## config.mk

```make
export PLATFORM = sky130hd
export DESIGN_NAME = prio_preempt_ctrl
export DESIGN_NICKNAME = d
export VERILOG_FILES = /design/src/rtl/prio_preempt_pkg.sv /design/src/rtl/prio_arbiter.sv /design/src/rtl/prio_lifo.sv /design/src/rtl/prio_preempt_ctrl.sv
export SDC_FILE = /design/constraint.sdc
export NUM_CORES = 1
export LEC_CHECK = 0
export CAP_MARGIN = 20
export CORE_ASPECT_RATIO = 1.25
export CORE_MARGIN = 1.5
export CORE_UTILIZATION = 25
export CTS_BUF_LIST = sky130_fd_sc_hd__clkbuf_8
export DETAILED_ROUTE_END_ITERATION = 7
export DONT_BUFFER_PORTS = 1
export GPL_ROUTABILITY_DRIVEN = 0
export PLACE_DENSITY = 0.4
export SETUP_SLACK_MARGIN = 0.5
export SLEW_MARGIN = 5
export SYNTH_ARGS = -nofsm -noshare
export SYNTH_HDL_FRONTEND = slang
export SYNTH_SLANG_ARGS = --single-unit
```

## constraint.sdc

```tcl
create_clock -name clk_i -period 2.42 [get_ports clk_i]
set_input_delay 0.121 -clock clk_i [delete_from_list [all_inputs] [get_ports clk_i]]
set_output_delay 0.121 -clock clk_i [all_outputs]
set_load 0.03 [all_outputs]
```

## src/rtl/prio_preempt_pkg.sv

```systemverilog
package prio_preempt_pkg;

   // Index width that stays at least one bit for tiny source counts.
   function automatic int unsigned idx_width(int unsigned n);
      return (n <= 2) ? 1 : $clog2(n);
   endfunction

   // Saved-level capacity: every nonzero level except the topmost.
   function automatic int unsigned stack_slots(int unsigned prio_w);
      return (1 << prio_w) - 2;
   endfunction

endpackage

```

## src/rtl/prio_arbiter.sv

```systemverilog
module prio_arbiter #(
   parameter int unsigned NUM_SRC = 8,
   parameter int unsigned PRIO_W  = 4,
   parameter int unsigned IDX_W   = 3
) (
   input  logic [NUM_SRC-1:0]        req_i,
   input  logic [NUM_SRC*PRIO_W-1:0] prio_i,
   output logic                      any_o,
   output logic [IDX_W-1:0]          win_idx_o,
   output logic [PRIO_W-1:0]         win_prio_o
);

   if (NUM_SRC < 1) begin : g_bad_src
      $error("prio_arbiter: NUM_SRC must be at least 1");
   end
   if ((1 << IDX_W) < NUM_SRC) begin : g_bad_idx
      $error("prio_arbiter: IDX_W too narrow for NUM_SRC");
   end

   // Strict compare keeps the earliest index on a tie.
   always_comb begin
      any_o      = 1'b0;
      win_idx_o  = '0;
      win_prio_o = '0;
      for (int i = 0; i < NUM_SRC; i++) begin
         if (req_i[i] && (!any_o || (prio_i[i*PRIO_W +: PRIO_W] > win_prio_o))) begin
            any_o      = 1'b1;
            win_idx_o  = IDX_W'(i);
            win_prio_o = prio_i[i*PRIO_W +: PRIO_W];
         end
      end
   end

endmodule

```

## src/rtl/prio_lifo.sv

```systemverilog
module prio_lifo #(
   parameter int unsigned DEPTH = 14,
   parameter int unsigned W     = 4
) (
   input  logic         clk_i,
   input  logic         rst_ni,
   input  logic         push_i,
   input  logic         pop_i,
   input  logic [W-1:0] data_i,
   output logic [W-1:0] top_o
);

   if (DEPTH < 1) begin : g_bad_depth
      $error("prio_lifo: DEPTH must be at least 1");
   end

   // Shift-register stack: slot 0 is the top. A push shifts everything
   // down and the deepest slot falls off; a pop shifts up and fills zero.
   for (genvar g = 0; g < DEPTH; g++) begin : g_slot
      logic [W-1:0] val_q;
      logic [W-1:0] from_up;
      logic [W-1:0] from_down;

      if (g == 0) begin : g_head
         assign from_up = data_i;
      end else begin : g_body
         assign from_up = g_slot[g-1].val_q;
      end

      if (g == DEPTH - 1) begin : g_tail
         assign from_down = '0;
      end else begin : g_inner
         assign from_down = g_slot[g+1].val_q;
      end

      always_ff @(posedge clk_i or negedge rst_ni) begin
         if (!rst_ni) begin
            val_q <= '0;
         end else if (push_i) begin
            val_q <= from_up;
         end else if (pop_i) begin
            val_q <= from_down;
         end
      end
   end

   assign top_o = g_slot[0].val_q;

   assert_push_lands_on_top_R9: assert property (
      @(posedge clk_i) disable iff (!rst_ni)
      push_i |=> (top_o == $past(data_i))
   ) else $error("push did not land on top of stack");

endmodule

```

## src/rtl/prio_preempt_ctrl.sv

```systemverilog
module prio_preempt_ctrl
   import prio_preempt_pkg::*;
#(
   parameter int unsigned NUM_SRC     = 8,
   parameter int unsigned PRIO_W      = 4,
   parameter int unsigned STACK_DEPTH = stack_slots(PRIO_W),
   localparam int unsigned IDX_W      = idx_width(NUM_SRC)
) (
   input  logic                      clk_i,
   input  logic                      rst_ni,
   input  logic [NUM_SRC-1:0]        irq_req_i,
   input  logic [NUM_SRC*PRIO_W-1:0] irq_prio_i,
   input  logic                      ack_i,
   input  logic                      eoi_i,
   output logic                      cpu_req_o,
   output logic [IDX_W-1:0]          vec_o,
   output logic [PRIO_W-1:0]         cur_prio_o
);

   if (PRIO_W < 2 || PRIO_W > 8) begin : g_bad_prio
      $error("prio_preempt_ctrl: PRIO_W must be 2..8");
   end
   if (STACK_DEPTH < 1) begin : g_bad_stack
      $error("prio_preempt_ctrl: STACK_DEPTH must be at least 1");
   end

   logic              any_w;
   logic [IDX_W-1:0]  win_idx_w;
   logic [PRIO_W-1:0] win_prio_w;
   logic [PRIO_W-1:0] stack_top_w;

   logic              req_q;
   logic [IDX_W-1:0]  vec_q;
   logic [PRIO_W-1:0] vprio_q;
   logic [PRIO_W-1:0] cur_q;
   logic              eoi_pend_q;

   logic hit_w, ack_take_w, eoi_want_w, pop_w;

   prio_arbiter #(
      .NUM_SRC (NUM_SRC),
      .PRIO_W  (PRIO_W),
      .IDX_W   (IDX_W)
   ) arb_i (
      .req_i      (irq_req_i),
      .prio_i     (irq_prio_i),
      .any_o      (any_w),
      .win_idx_o  (win_idx_w),
      .win_prio_o (win_prio_w)
   );

   assign hit_w      = any_w && (win_prio_w > cur_q);
   assign ack_take_w = ack_i && req_q;
   assign eoi_want_w = eoi_i || eoi_pend_q;
   assign pop_w      = eoi_want_w && !ack_take_w;

   prio_lifo #(
      .DEPTH (STACK_DEPTH),
      .W     (PRIO_W)
   ) lifo_i (
      .clk_i  (clk_i),
      .rst_ni (rst_ni),
      .push_i (ack_take_w),
      .pop_i  (pop_w),
      .data_i (cur_q),
      .top_o  (stack_top_w)
   );

   always_ff @(posedge clk_i or negedge rst_ni) begin
      if (!rst_ni) begin
         req_q      <= 1'b0;
         vec_q      <= '0;
         vprio_q    <= '0;
         cur_q      <= '0;
         eoi_pend_q <= 1'b0;
      end else begin
         eoi_pend_q <= eoi_want_w && ack_take_w;
         if (ack_take_w) begin
            cur_q <= vprio_q;
            req_q <= 1'b0;
         end else if (pop_w) begin
            cur_q <= stack_top_w;
            req_q <= 1'b0;
         end else begin
            req_q <= hit_w;
            if (!req_q && hit_w) begin
               vec_q   <= win_idx_w;
               vprio_q <= win_prio_w;
            end
         end
      end
   end

   assign cpu_req_o  = req_q;
   assign vec_o      = vec_q;
   assign cur_prio_o = cur_q;

   assert_req_above_level_R2: assert property (
      @(posedge clk_i) disable iff (!rst_ni)
      req_q |-> (vprio_q > cur_q)
   ) else $error("request high without a higher captured priority");

   assert_vector_held_R4: assert property (
      @(posedge clk_i) disable iff (!rst_ni)
      (req_q && $past(req_q)) |-> $stable(vec_q)
   ) else $error("vector changed while request held");

   assert_ack_loads_level_R5: assert property (
      @(posedge clk_i) disable iff (!rst_ni)
      (ack_i && req_q) |=> (!req_q && (cur_q == $past(vprio_q)))
   ) else $error("acknowledge did not adopt captured priority");

   assert_idle_ack_ignored_R6: assert property (
      @(posedge clk_i) disable iff (!rst_ni)
      (ack_i && !req_q && !eoi_want_w) |=> $stable(cur_q)
   ) else $error("acknowledge without request moved the level");

   assert_eoi_deferred_R11: assert property (
      @(posedge clk_i) disable iff (!rst_ni)
      (ack_take_w && eoi_want_w) |=> ##1 (cur_q == $past(cur_q, 2))
   ) else $error("colliding end-of-interrupt did not restore level");

endmodule

```

======== Word-level counts from Yosys, hierarchy flattened ========
Cells that the tools add are included.
word-level totals
  register bits ........................... 69
  input bits .............................. 44
  output and inout port bits .............. 8
  logic and storage cells ................. 115
operators by class
  order comparisons ....................... 8
  muxes and demuxes ....................... 55
  bitwise logic cells ..................... 2
  reduce and logical (&&, ||, !) cells .... 31
operators with widths
  operator             number
  two-way mux 4 bit    38
  > comparator 4 bit   8
  logical AND 1 bit    12
  two-way mux 3 bit    4
  two-way mux 1 bit    11
  logical NOT 1 bit    9
  logical OR 1 bit     8
  two-way mux 2 bit    2
  AND reduction 3 bit  1
  inverter 1 bit       2
  nonzero test 2 bit   1

======== Logic depth before layout (Yosys ltp) ========
  word-level depth ........................ 33
  mapped depth ............................ 63
  gate-level depth less buffers ........... 58

======== Cells and area by module ========
From an unflattened synthesis, not the netlist that was laid out.
second synthesis, totals
  cell total of the unflattened synthesis .. 503
  area, all modules ....................... 4743.3 um^2
by module, submodules not included
  module             instances  cells an instance  area an instance (um^2)  seq. area each (um^2)
  prio_lifo          1          241                2567.5                   1401.3
  prio_arbiter       1          210                1519.0                   0.0
  prio_preempt_ctrl  1          52                 656.9                    325.3

======== Worst setup path after synthesis ========
OpenSTA, ideal clock, no wires.
  kind .................................... input-to-reg
  start ................................... input port irq_req_i[0]
  end ..................................... register vprio_q[2]
  setup time .............................. 0.125 ns
  arrival time ............................ 10.312 ns
  data required time ...................... 2.295 ns
  setup slack ............................. -8.017 ns
  cell stages on the path ................. 60
  path buffers ............................ 5
  cells stage by stage .................... buf_6 nand2_1 ha_1 a21oi_1 and2_4 a211oi_1 or2_2 ha_1 nand4_1 o21a_1 o21ai_0 nand2_1 nand2_1 ha_1 a211oi_1 o21ai_1 a32oi_2 o311ai_4 [24 not listed] nor2b_1 o21ai_0 nand2b_1 a21oi_1 a41oi_1 o21a_1 clkbuf_1 nand2_1 o21ai_1 ha_1 nor2b_1 o21a_1 o21ai_0 nand2b_1 nand4_1 nor2_1 clkbuf_1 mux2_2
on the way
  word-level cells in the longest chain between the ends .. 33
  elaborated cells on any way between the ends .. 48
  classes of those cells .................. order compare (8); mux (16); reduce/logical (24)
RTL lines
  item                                                            RTL line                 RTL
  start, declared                                                 prio_preempt_ctrl.sv:11  input logic [NUM_SRC-1:0] irq_req_i,
  two-way mux 4 bit / two-way mux 1 bit (equally long branches)   prio_arbiter.sv:26       if (req_i[i] && (!any_o || (prio_i[i*PRIO_W +: PRIO_W] > win_prio_o))) begin
  > comparator 4 bit / logical NOT 1 bit (equally long branches)  prio_arbiter.sv:26
  logical OR 1 bit                                                prio_arbiter.sv:26
  logical AND 1 bit                                               prio_arbiter.sv:26
  two-way mux 4 bit / two-way mux 1 bit (equally long branches)   prio_arbiter.sv:26
  > comparator 4 bit / logical NOT 1 bit (equally long branches)  prio_arbiter.sv:26
  logical OR 1 bit                                                prio_arbiter.sv:26
  logical AND 1 bit                                               prio_arbiter.sv:26
  [18 not listed]                                                 -
  logical OR 1 bit                                                prio_arbiter.sv:26
  logical AND 1 bit                                               prio_arbiter.sv:26
  two-way mux 4 bit (*)                                           prio_arbiter.sv:26
  net arb_i.win_prio_o[1]                                         prio_arbiter.sv:10       output logic [PRIO_W-1:0] win_prio_o
  > comparator 4 bit (*)                                          prio_preempt_ctrl.sv:52  assign hit_w = any_w && (win_prio_w > cur_q);
  logical AND 1 bit (*)                                           prio_preempt_ctrl.sv:52
  logical AND 1 bit (*)                                           prio_preempt_ctrl.sv:86  if (!req_q && hit_w) begin
  AND reduction 3 bit (no source line) (*)                        -
  end signal, assigned                                            prio_preempt_ctrl.sv:88  vprio_q <= win_prio_w;
  end, declared                                                   prio_preempt_ctrl.sv:34  logic [PRIO_W-1:0] vprio_q;
Mark *: on every way through the listed nets, which the timed path passes. The rest lies on a longest branch.
A chain may end at the register's enable or synchronous reset.

======== Worst setup path in the final report ========
Ends and elaborated chain as after synthesis.

==> flow_results.org <==
** Timing
- Final Hold Viols :: 0
- On the final layout, the worst clock skew is 0.005701 ns.
- Normalized max-slew margin :: 60.84%
- Final TNS setup :: -56.77 ns
- Fraction of the cycle the final worst path needs :: 397.2%
- Transition time at the pin with the least slew margin :: 0.5874 ns
- Final worst-path setup slack :: -7.193 ns
- RSZ-0062 raised after global routing :: true
- Min cycle time layout :: 9.613 ns
- Setup violations remaining at the end of the flow were counted as 8.
- Final number of max-transition violations :: 0
- Maximum clock rate :: 104.0 MHz

** Hold path
- Start point of the worst hold path :: eoi_i
- Class of the tightest hold or removal check :: in2reg

** Placed design
- Port-buffer cells :: 0
- Detailed-placement wirelength estimate :: 9274 µm
- Cell Count Post-Placement :: 819
- Placed Area :: 5819 µm²

** Power and ir drop
- In this run the power spent charging and discharging nets is 2072 µW.
- Maximum ir drop on the vdd rail :: 0.0005206 V
- In this run, flip-flops and latches consume 25.4% of the power.
- In this run, the clock network consumes 17.0% of the power.
- The share of total power dissipated in combinational logic is 57.6%.
- Cell leakage power :: 0.002980 µW
- Power spread over the standard cell area amounts to 833.9 nW/µm².
- Final total power :: 5536 µW
- The internal portion of the total power is 3464 µW.
- Net switching share of the total power :: 37.42%

** Clock tree
- Cell at the root of the clock tree :: sky130_fd_sc_hd__clkbuf_8
- TritonCTS clock tree :: done
- Maximum count of clock buffers along a single path :: 2
- The clock drives 69 sinks.
- Clock-pin slew of the registers on the worst-case setup and hold paths :: 0.07 ns
- In this run the number of H-tree levels came out at 3.
- TritonCTS buffer count :: 9
- Clock network latency to the later pin of the worst-skew pair :: 0.34 ns

** Cells and area
- Cells with a size suffix above 1 make up 36.48% of the layout.
- The multi-input combinational cells in the finished layout cover a total of 3264 µm².
- Post-route cell area :: 6639 µm²
- The finished layout holds 868 standard cells, fillers aside.
- Summing all flip-flop and latch instances after layout gives 1727 µm².
- At the end of the flow, the number of nets in the layout was 707.
- The repair_antennas step left the layout with diodes totalling 0.
- The layout has 1911 filler cells.
- Relative to the synthesized area, the layout overhead comes to 40.71%.

** Drt
- In the final routed layout, each cell accounts on average for 14.80 µm.
- Using the TritonRoute via totals, the vias-per-cell ratio works out to 4.889.
- Summed over all layers, the routed wires come to 12850 µm.
- DRT iter0 DRCs :: 213
- # DRC :: 1
- Remaining antenna violation count :: 0
- Via count :: 4244
- The pre-antenna-repair detailed-routing pass consisted of 8 iterations.

** Logic synthesis
- After synthesis the cells add up to 4718 µm².
- Post-synthesis share of cell area spent on and, or, nand and nor gates :: 14.88%
- Synthesis produced 512 cells.
- Top area cells in the synthesized netlist :: sky130_fd_sc_hd__dfrtp_1 (37%), sky130_fd_sc_hd__mux2i_1 (12%), sky130_fd_sc_hd__ha_1 (8.2%)
- The commonest cells after synthesis are sky130_fd_sc_hd__nand2_1 (81), sky130_fd_sc_hd__o21ai_0 (70), sky130_fd_sc_hd__dfrtp_1 (69).
- In the post-synthesis netlist, the cell with the most instances is sky130_fd_sc_hd__nand2_1.
- Most area-hungry cell type in the Yosys netlist :: sky130_fd_sc_hd__dfrtp_1
- Of the total synthesized cell area, the portion taken by full adders, half adders and majority gates is 8.221%.
- Multiplexer cells account for 12.91% of the synthesized area.
- Area share of the largest cell type after synthesis :: 36.60%
- Synthesis inferred 69 register bits.
- Of the total synthesized cell area, the portion taken by XOR and XNOR cells is 0%.
- For this run, the register share of the synthesized area comes to 36.60%.
- Counting flops with a built-in enable in the synthesized netlist gives 0.
- Warnings from Yosys :: 0
- Largest family of logic cells by synthesized area :: compound AO/OA/AOI/OAI gates
- Synth Area per Inst :: 9.215 µm²
- In the synthesized netlist the dominant register cell turns out to be sky130_fd_sc_hd__dfrtp_1.
- Net Count, Synth :: 587
- The synthesized netlist devotes 23.50% of its cell area to compound gates.
- Distinct cell type count after synthesis :: 67
- Async set-reset flop share out of synthesis :: 100.0%

** GRT
- The initial antenna violation count is 0.
- Total routing resource utilization after global routing :: 13.41%
- The first global-routing pass estimated 21470 µm of wire.
- Global routing finished with a remaining overflow of 0.
- Entering global routing, the biggest net connects 118 pins.
- Vias in the first global route :: 4485

** Die
- The die covers 19710 µm².
- The initial utilization of the core area, before any placement, comes to 25.32%.
- The die is 125.9 µm wide.
- The floorplan has 56 rows.
- The region available for standard cell placement spans 18640 µm².
- Die outline height :: 156.6 µm
- Count of pins on the block boundary :: 52

** Worst setup path
- Data arrives at the worst endpoint at 9.84 ns.
- Category of the worst setup path capture point :: flip-flop
- On the worst path, the slowest cell contributes a delay of 0.38 ns.
- Worst-path cell with the longest stage delay :: sky130_fd_sc_hd__a32oi_4
- Kind of critical path :: in2reg
- In this run the worst path has a maximum fanout of 12.
- STA classifies the critical path startpoint as an input port.
- At the worst endpoint, the required time is 2.65 ns.
- By instance count, the cell type seen most on the critical path is sky130_fd_sc_hd__ha_1.
- Reg-to-reg startpoint :: cur_prio_o[0]
- In this run the worst setup path begins at irq_req_i[0].

** Status
- The final reports fail on design-rule violations, negative setup slack.
- Run status :: complete, but fails checks

** Flow run
- # Max-Cap Violations :: 0
state kept, by name (all words and copies together), names as in the netlist:
signal                   flops
cpu_req_o                    1
cur_prio_o                   4
eoi_pend_q                   1
lifo_i.g_slot.from_down     44
lifo_i.g_slot.from_up        4
lifo_i.g_slot.val_q          4
lifo_i.top_o                 4
vec_o                        3
vprio_q                      4
routing by layer:
layer,GRT usage [%],wire (µm),vias to the layer above
met2,23.47,6462,60
met5,0,0,-
met4,4.543,293,0
li1,-,-,2102
met1,15.45,5444,2058
met3,4.342,650,24
cell families (layout without fill, tap and decap cells):
| group | Yosys count | count (layout) |
|---|---|---|
| buf+inv | 46 | 170 |
| mux | 59 | 59 |
| compound gates | 157 | 157 |
| flops | 69 | 69 |
| simple gates | 150 | 150 |
| fa+ha+maj | 31 | 31 |
placed cells by master, fill, tap and decap left out, types with 3 or more instances in the layout:
cell / count
sky130_fd_sc_hd__a211oi_2: 5
sky130_fd_sc_hd__a21o_1: 6
sky130_fd_sc_hd__a21oi_1: 4
sky130_fd_sc_hd__a21oi_2: 5
sky130_fd_sc_hd__a22o_1: 4
sky130_fd_sc_hd__a31oi_1: 4
sky130_fd_sc_hd__a41oi_2: 3
sky130_fd_sc_hd__and2_1: 3
sky130_fd_sc_hd__and2_4: 4
sky130_fd_sc_hd__buf_4: 122
sky130_fd_sc_hd__clkbuf_8: 12
sky130_fd_sc_hd__dfrtp_1: 69
sky130_fd_sc_hd__dlygate4sd3_1: 6
sky130_fd_sc_hd__ha_1: 20
sky130_fd_sc_hd__ha_4: 10
sky130_fd_sc_hd__inv_1: 19
sky130_fd_sc_hd__mux2i_1: 56
sky130_fd_sc_hd__nand2_1: 76
sky130_fd_sc_hd__nand2_2: 4
sky130_fd_sc_hd__nand2b_1: 6
sky130_fd_sc_hd__nand3_1: 5
sky130_fd_sc_hd__nand3b_1: 4
sky130_fd_sc_hd__nand4_1: 5
sky130_fd_sc_hd__nor2_1: 14
sky130_fd_sc_hd__nor2_2: 5
sky130_fd_sc_hd__nor2b_1: 4
sky130_fd_sc_hd__nor2b_4: 3
sky130_fd_sc_hd__nor3_1: 4
sky130_fd_sc_hd__o211ai_1: 6
sky130_fd_sc_hd__o21a_1: 6
sky130_fd_sc_hd__o21ai_0: 60
sky130_fd_sc_hd__o21ai_1: 9
sky130_fd_sc_hd__o21ai_2: 7
sky130_fd_sc_hd__o311ai_4: 3
through the flow:
| step | setup slack [ns] | hold WS, ns | utilization (%) |
|---|---|---|---|
| 6_report | -7.193 | 0.1179 | 35.62 |
| 5_1_grt | -7.838 | 0.1167 | 35.62 |
| 4_1_cts | -6.926 | 0.1066 | 34.63 |
| 3_5_place_dp | -7.884 | -0.1710 | 31.22 |
| 3_3_place_gp | -7.754 | -0.1710 | 31.22 |
| 2_1_floorplan | -7.316 | -0.1746 | - |
power by group through the flow:
| stage | Sequential [µW] | Combinational [µW] | Clock (µW) |
|---|---|---|---|
| finish | 1410 | 3190 | 939 |
| floorplan | 1430 | 1650 | 0 |
| global route | 1420 | 3530 | 1030 |
| global placement | 1430 | 2620 | 0 |
| detailed placement | 1430 | 2660 | 0 |
| CTS | 1410 | 2990 | 973 |
final cells by class:
cell class              count  share of cell area [%]
flip-flops and latches     69                   26.01
multi-input cells         397                   49.17
well taps                 232                   4.372
repair buffers            134                   16.26
clock inverters             4                  0.7162
inverters                  21                   1.187
clock buffers              11                   2.280
worst paths after layout:
| path | to | slack (ns) | cells past startpoint |
|---|---|---|---|
| max | vprio_q[2] | -7.19 | 56 |
| min | cpu_req_o | 0.12 | 4 |
| max reg2reg | vprio_q[2] | 0.38 | 9 |
| min reg2reg | cur_prio_o[2] | 0.50 | 2 |
| max in group asynchronous | lifo_i.g_slot[3].from_down[1] | 1.78 | 2 |
| min in group asynchronous | lifo_i.g_slot[3].from_down[3] | 0.30 | 2 |
critical path, delay by kind of cell:
kind            cells  cell delay, ns
compound gates     27            4.64
fa+ha+maj           8            2.13
simple gates       16            1.84
mux                 2            0.60
buf+inv             3            0.49
repair_timing:
item,in CTS,in global routing
hold buffers,7,0
setup buffers,20,7
endpoints found under the setup margin,64,19
resized for setup,37,23
pin swaps,44,35
hold endpoints to repair,74,0
Power figures use the tool's default switching activity.
